## src/rtl/ftz_pkg.sv

```systemverilog
package ftz_pkg;
  typedef enum logic [1:0] {
    OUTC_PASS  = 2'd0,
    OUTC_FLUSH = 2'd1,
    OUTC_TRAP  = 2'd2
  } outcome_e;

  localparam int FLAG_PREC = 0;
  localparam int FLAG_UNFL = 1;
  localparam int NUM_FLAGS = 2;
endpackage

```

## src/rtl/ftz_decide.sv

```systemverilog
module ftz_decide
  import ftz_pkg::*;
#(
  parameter int EXP_W  = 8,
  parameter int FRAC_W = 23,
  localparam int WORD_W = 1 + EXP_W + FRAC_W
) (
  input  logic                 sign_i,
  input  logic [EXP_W-1:0]     exp_i,
  input  logic [FRAC_W-1:0]    frac_i,
  input  logic                 tiny_i,
  input  logic                 inexact_i,
  input  logic                 flush_en_i,
  input  logic                 unfl_masked_i,
  output outcome_e             outcome_o,
  output logic [WORD_W-1:0]    word_o,
  output logic [NUM_FLAGS-1:0] flags_o
);
  always_comb begin
    outcome_o = OUTC_PASS;
    word_o    = {sign_i, exp_i, frac_i};
    flags_o   = '0;
    if (tiny_i && !unfl_masked_i) begin
      outcome_o = OUTC_TRAP;
    end else if (tiny_i && flush_en_i) begin
      outcome_o          = OUTC_FLUSH;
      word_o             = {sign_i, {(WORD_W-1){1'b0}}};
      flags_o[FLAG_PREC] = 1'b1;
      flags_o[FLAG_UNFL] = 1'b1;
    end else begin
      flags_o[FLAG_PREC] = inexact_i;
      flags_o[FLAG_UNFL] = tiny_i & inexact_i;
    end
  end
endmodule

```

## src/rtl/ftz_out_reg.sv

```systemverilog
module ftz_out_reg
  import ftz_pkg::*;
#(
  parameter int WORD_W = 32
) (
  input  logic                 clk,
  input  logic                 rst_n,
  input  logic                 valid_i,
  input  outcome_e             outcome_i,
  input  logic [WORD_W-1:0]    word_i,
  input  logic [NUM_FLAGS-1:0] flags_i,
  output logic                 valid_o,
  output logic                 trap_o,
  output logic [WORD_W-1:0]    word_o,
  output logic [NUM_FLAGS-1:0] flags_o
);
  logic                 valid_d, trap_d, word_en;
  logic [NUM_FLAGS-1:0] flags_d;

  always_comb begin
    valid_d = valid_i && (outcome_i != OUTC_TRAP);
    trap_d  = valid_i && (outcome_i == OUTC_TRAP);
    flags_d = valid_d ? flags_i : '0;
    word_en = valid_d;
  end

  always_ff @(posedge clk or negedge rst_n) begin
    if (!rst_n) begin
      valid_o <= 1'b0;
      trap_o  <= 1'b0;
      flags_o <= '0;
    end else begin
      valid_o <= valid_d;
      trap_o  <= trap_d;
      flags_o <= flags_d;
    end
  end

  always_ff @(posedge clk or negedge rst_n) begin
    if (!rst_n) begin
      word_o <= '0;
    end else if (word_en) begin
      word_o <= word_i;
    end
  end
endmodule

```

## src/rtl/ftz_sticky.sv

```systemverilog
module ftz_sticky #(
  parameter int NUM = 2
) (
  input  logic           clk,
  input  logic           rst_n,
  input  logic           clr_i,
  input  logic [NUM-1:0] set_i,
  output logic [NUM-1:0] sticky_o
);
  for (genvar g = 0; g < NUM; g++) begin : g_bit
    logic bit_d;
    always_comb begin
      bit_d = (sticky_o[g] & ~clr_i) | set_i[g];
    end
    always_ff @(posedge clk or negedge rst_n) begin
      if (!rst_n) sticky_o[g] <= 1'b0;
      else        sticky_o[g] <= bit_d;
    end
  end
endmodule

```

## src/rtl/ftz_underflow_stage.sv

```systemverilog
module ftz_underflow_stage
  import ftz_pkg::*;
#(
  parameter int EXP_W     = 8,
  parameter int FRAC_W    = 23,
  parameter int CTRL_W    = 32,
  parameter int FLUSH_BIT = 15,
  parameter int UMASK_BIT = 11,
  localparam int WORD_W   = 1 + EXP_W + FRAC_W
) (
  input  logic              clk,
  input  logic              rst_n,
  input  logic              in_valid,
  input  logic              in_sign,
  input  logic [EXP_W-1:0]  in_exp,
  input  logic [FRAC_W-1:0] in_frac,
  input  logic              in_tiny,
  input  logic              in_inexact,
  input  logic [CTRL_W-1:0] ctrl_word,
  input  logic              sticky_clr,
  output logic              out_valid,
  output logic [WORD_W-1:0] out_word,
  output logic              flag_prec,
  output logic              flag_unfl,
  output logic              trap_req,
  output logic              sticky_prec,
  output logic              sticky_unfl
);
  logic                 flush_en, unfl_masked, ctrl_unused;
  outcome_e             outcome;
  logic [WORD_W-1:0]    dec_word;
  logic [NUM_FLAGS-1:0] dec_flags, pulse_flags, sticky_flags;

  assign flush_en    = ctrl_word[FLUSH_BIT];
  assign unfl_masked = ctrl_word[UMASK_BIT];
  assign ctrl_unused = ^ctrl_word;

  ftz_decide #(.EXP_W(EXP_W), .FRAC_W(FRAC_W)) decide_i (
    .sign_i        (in_sign),
    .exp_i         (in_exp),
    .frac_i        (in_frac),
    .tiny_i        (in_tiny),
    .inexact_i     (in_inexact),
    .flush_en_i    (flush_en),
    .unfl_masked_i (unfl_masked),
    .outcome_o     (outcome),
    .word_o        (dec_word),
    .flags_o       (dec_flags)
  );

  ftz_out_reg #(.WORD_W(WORD_W)) out_reg_i (
    .clk       (clk),
    .rst_n     (rst_n),
    .valid_i   (in_valid),
    .outcome_i (outcome),
    .word_i    (dec_word),
    .flags_i   (dec_flags),
    .valid_o   (out_valid),
    .trap_o    (trap_req),
    .word_o    (out_word),
    .flags_o   (pulse_flags)
  );

  ftz_sticky #(.NUM(NUM_FLAGS)) sticky_i (
    .clk      (clk),
    .rst_n    (rst_n),
    .clr_i    (sticky_clr),
    .set_i    (pulse_flags),
    .sticky_o (sticky_flags)
  );

  assign flag_prec   = pulse_flags[FLAG_PREC];
  assign flag_unfl   = pulse_flags[FLAG_UNFL];
  assign sticky_prec = sticky_flags[FLAG_PREC];
  assign sticky_unfl = sticky_flags[FLAG_UNFL];
endmodule

```

## config.mk

```make
export PLATFORM = sky130hd
export DESIGN_NAME = ftz_underflow_stage
export DESIGN_NICKNAME = d
export VERILOG_FILES = /design/src/rtl/ftz_pkg.sv /design/src/rtl/ftz_decide.sv /design/src/rtl/ftz_out_reg.sv /design/src/rtl/ftz_sticky.sv /design/src/rtl/ftz_underflow_stage.sv
export SDC_FILE = /design/constraint.sdc
export NUM_CORES = 1
export LEC_CHECK = 0
export ABC_CLOCK_PERIOD_IN_PS = 950
export BUFFER_PORTS_ARGS = -buffer_cell sky130_fd_sc_hd__buf_2
export CORE_MARGIN = 2
export CORE_UTILIZATION = 40
export CTS_BUF_LIST = sky130_fd_sc_hd__clkbuf_4 sky130_fd_sc_hd__clkbuf_8
export CTS_CLUSTER_DIAMETER = 200
export DETAILED_ROUTE_END_ITERATION = 7
export GPL_TIMING_DRIVEN = 0
export PLACE_DENSITY = 0.83
export SLEW_MARGIN = 20
export SYNTH_ARGS = -nofsm -noshare
export SYNTH_HDL_FRONTEND = slang
export SYNTH_SLANG_ARGS = --single-unit
```

## constraint.sdc

```tcl
create_clock -name clk -period 0.95 [get_ports clk]
set_input_delay 0.095 -clock clk [delete_from_list [all_inputs] [get_ports clk]]
set_output_delay 0.095 -clock clk [all_outputs]
set_load 0.02 [all_outputs]
```

======== Word-level counts from Yosys, hierarchy flattened ========
Cells that the tools add are included.
cells by class
  reductions and logical operators ........ 5
  eq/ne operators ......................... 2
  muxes and demuxes ....................... 7
  bitwise logic cells ..................... 6
operators with widths
  operator                               number
  31-bit 2-to-1 mux                      2
  2-bit 2-to-1 mux                       4
  1-bit logical AND                      4
  1-bit AND                              3
  2-bit == test (second input constant)  1
  2-bit != test (second input constant)  1
  1-bit OR                               2
  1-bit zero test                        1
  1-bit 2-to-1 mux                       1
  1-bit NOT                              1
word-level totals
  register bits ........................... 38
  bits of input ports ..................... 70
  word-level logic and storage cells ...... 26

======== Logic depth before layout (Yosys ltp) ========
  depth in word-level cells ............... 6
  depth in mapped cells ................... 4
  gate-level depth less buffers ........... 3

======== Hierarchy ========
From an unflattened synthesis, not the netlist that was laid out.
second synthesis, totals
  cells, all modules ...................... 124
  area, all modules ....................... 1868.0 um2
modules (own cells, without submodules)
  module       cells each  area an instance (um2)  seq. area each (um2)  times used
  ftz_out_reg  78          1452.6                  900.9                 1
  ftz_decide   41          346.6                   0.0                   1
  ftz_sticky   5           68.8                    50.0                  1

======== Worst setup path before layout ========
OpenSTA, ideal clock, no wires.
  path type ............................... flip-flop to flip-flop
  from .................................... register out_reg_i.word_o[31] (netlist name)
  to ...................................... register out_reg_i.word_o[31]
  arrival time ............................ 0.730 ns
  stages on the path, launching flop included .. 2
  path slack .............................. 0.093 ns
  cell sequence ........................... dfrtp_1 > mux2_1
RTL lines
  item                    RTL line           source
  end signal: assignment  ftz_out_reg.sv:43  word_o <= word_i;
  end: declaration        ftz_out_reg.sv:14  output logic [WORD_W-1:0] word_o,

======== Worst setup path after layout ========
  from .................................... register out_reg_i.word_o[0]
  to ...................................... output out_word[0]
RTL lines
  item              RTL line                   source
  end: declaration  ftz_underflow_stage.sv:22  output logic [WORD_W-1:0] out_word,
No word-level cell between the ends.

==> results.cfg <==
[synth]
seq_area_frac_synth = 0.6847
yosys_warnings = 0
synthTopCellsByArea = dfrtp_1 68%, a22o_1 20%, buf_6 4.9%
synth_area_sq_mm = 0.001389
yosysTopAreaCell = dfrtp_1
ys_types = 14
avgSynthCellArea_sq_um = 15.60
synth-seq-cells = 38
synth_nets = 159
netlist.area_leader.share = 0.6847
synthCells = 89

[setup_path]
crit_family = flip-flops
cp-start-kind = flop
r2r_cells = 3
critPathLaunch = out_reg_i.word_o[0]$_DFFE_PN0P_
cp.arrival_ns = 0.94
max_stage_delay_ns = 0.45
worstPathMaxFanout = 2
path_class = reg -> out
cp.depth = 1
crit_slowest_cell = dfrtp_1
crit_buf_inv = 1
worstPathCellList = buf_6
timing.rr.start = out_reg_i.word_o[27]$_DFFE_PN0P_
cp-end-kind = primary output
worstPathRequired_ns = 0.85

[final_layout]
seqCellArea_sq_um = 950.9
fin_nets = 302
stdcell_count = 279
final_cell_mix = 44 x buf_6, 39 x buf_2, 38 x dfrtp_1
drive_gt1_frac = 0.5107
nFillCells = 157
final_common_cell = buf_6
diodes = 0
layout-area-overhead-vs-synth_pct = 95.05
fin_area_sq_mm = 0.002709
multi_input_area_sq_um = 359.1

[min_path]
hold_class = in -> async

[timing]
rsz0062_at_grt = true
min_period_ns = 1.040
hold_ws_ns = -0.1753
drv_slew = 0
setup_violations = 40
max_clock_freq_ghz = 0.9616
finalHoldViolCount = 39
final.setup.worst_slack_ns = -0.08991
max_slew_margin = 0.4672
finClkSkew_ns = 0.008292
worst_slew_pin_slew_ns = 0.7992
post-route-period-util = 1.095

[global_route]
grt_max_degree = 39
antenna_found_initial = 0
grt_pass1_vias = 1486
overflow = 0
grt_pass1_wl_um = 7769
grtUsageTotal = 0.2609

[floorplan]
io_pins = 108
die_width_um = 62.93
initial_utilization = 0.4162
chipHeight_um = 62.93
core.rowCount = 21
core_area_sq_mm = 0.003337
die_area_sq_mm = 0.003960

[routing]
routed_wl_um = 5243
wl_per_cell_um = 18.79
first_iter_violations = 77
first_pass_iters = 4
wl_met3_um = 376
drc = 0
drtAntennaViolNets = 0
viasPerCell = 5.014
dr_wl_met2_um = 2598
met1Wirelength_um = 2140
vias = 1399
highest_layer = met4

[clock_network]
cts.sink_count = 38
cts_made_buffers = 5
worstSkewPairLatency_ns = 0.33
cts_tree = done
cts-root-buf = clkbuf_4
clk_pin_slew_ns = 0.12
htree_levels = 2
clockBufferDepth = 2

[place]
io_buffers = 77
placement.cell_area_sq_mm = 0.001832
place_congestion = 0.6884
dp_hpwl_um = 2318
place_inst = 212

[outcome]
status = finished, violations left
violations = negative hold slack, negative setup slack

[run]
cap_violations = 0

[power_and_ir_drop]
peakVddDrop_uv = 1086
power.density_mw_per_mm2 = 1746
p_leak_uw = 0.001402
final cells by class:
class	count	area share
timing repair buffer	136	0.4249
sequential	38	0.3510
multi-input combinational	42	0.1326
buffer	6	0.02494
clock inverter	2	0.02217
tap	46	0.02125
clock buffer	6	0.01894
inverter	3	0.004157
report_power, final:
part / internal, uW / leakage [uW] / switching [uW] / total, uW
Sequential: 1790 / 0.000478 / 156 / 1950
Combinational: 769 / 0.000866 / 582 / 1350
Clock: 892 / 0.0000585 / 541 / 1430
Total: 3450 / 0.00140 / 1280 / 4730
worst paths after layout:
kind | endpoint | slack (ns)
min in group clk | out_reg_i.word_o[30]$_DFFE_PN0P_ | -0.01
max reg2reg | out_reg_i.word_o[27]$_DFFE_PN0P_ | -0.05
min reg2reg | sticky_i.sticky_o[1]$_DFF_PN0_ | 0.54
max in group asynchronous | out_reg_i.word_o[23]$_DFFE_PN0P_ | 0.61
min | out_reg_i.word_o[28]$_DFFE_PN0P_ | -0.18
max | out_word[0] | -0.09
synthesized netlist by cell type:
library cell,number
a22o_1,31
nand2_1,1
a21o_1,2
inv_2,1
o2111a_1,1
o21ai_4,1
a21oi_1,1
mux2_1,1
nand2b_1,1
buf_6,6
nor2_1,2
a21boi_2,1
dfrtp_1,38
inv_1,2
timing repair:
action,CTS,global route
hold endpoints to repair,70,40
gates resized for setup,76,0
setup buffers,14,11
hold buffers,32,2
endpoints found under the setup margin,38,38
metal layers:
layer,up-vias,global-route usage
li1,618,-
met1,693,0.3118
met2,77,0.4508
met3,11,0.07387
met4,0,0.08611
met5,-,0
through the flow:
stage,setup TNS (ns),util,worst slack (ns),total power [uW]
4_1_cts,-1.123,0.7810,-0.05333,4560
3_5_place_dp,-2.239,0.5489,-0.1049,2719
3_3_place_gp,-2.091,0.5489,-0.07840,2684
5_1_grt,-3.163,0.8118,-0.1225,4913
6_report,-1.500,0.8118,-0.08991,4729
2_1_floorplan,0,-,0.09289,2363
cell families (layout without fill, tap and decap cells):
group                  Yosys count  count (layout)  share of synthesized area
flip-flops                      38              38                     0.6847
AO/OA/AOI/OAI                   37              37                     0.2378
buffers and inverters            9             153                    0.05675
AND/OR/NAND/NOR                  4               4                    0.01261
multiplexers                     1               1                   0.008108
sequential cells by signal, summed over array words and instances, names as in the netlist:
register,count
out_reg_i.word_o,32
out_reg_i.flags_o,2
sticky_i.sticky_o,2
out_reg_i.trap_o,1
out_reg_i.valid_o,1
Power figures use the tool's default switching activity.
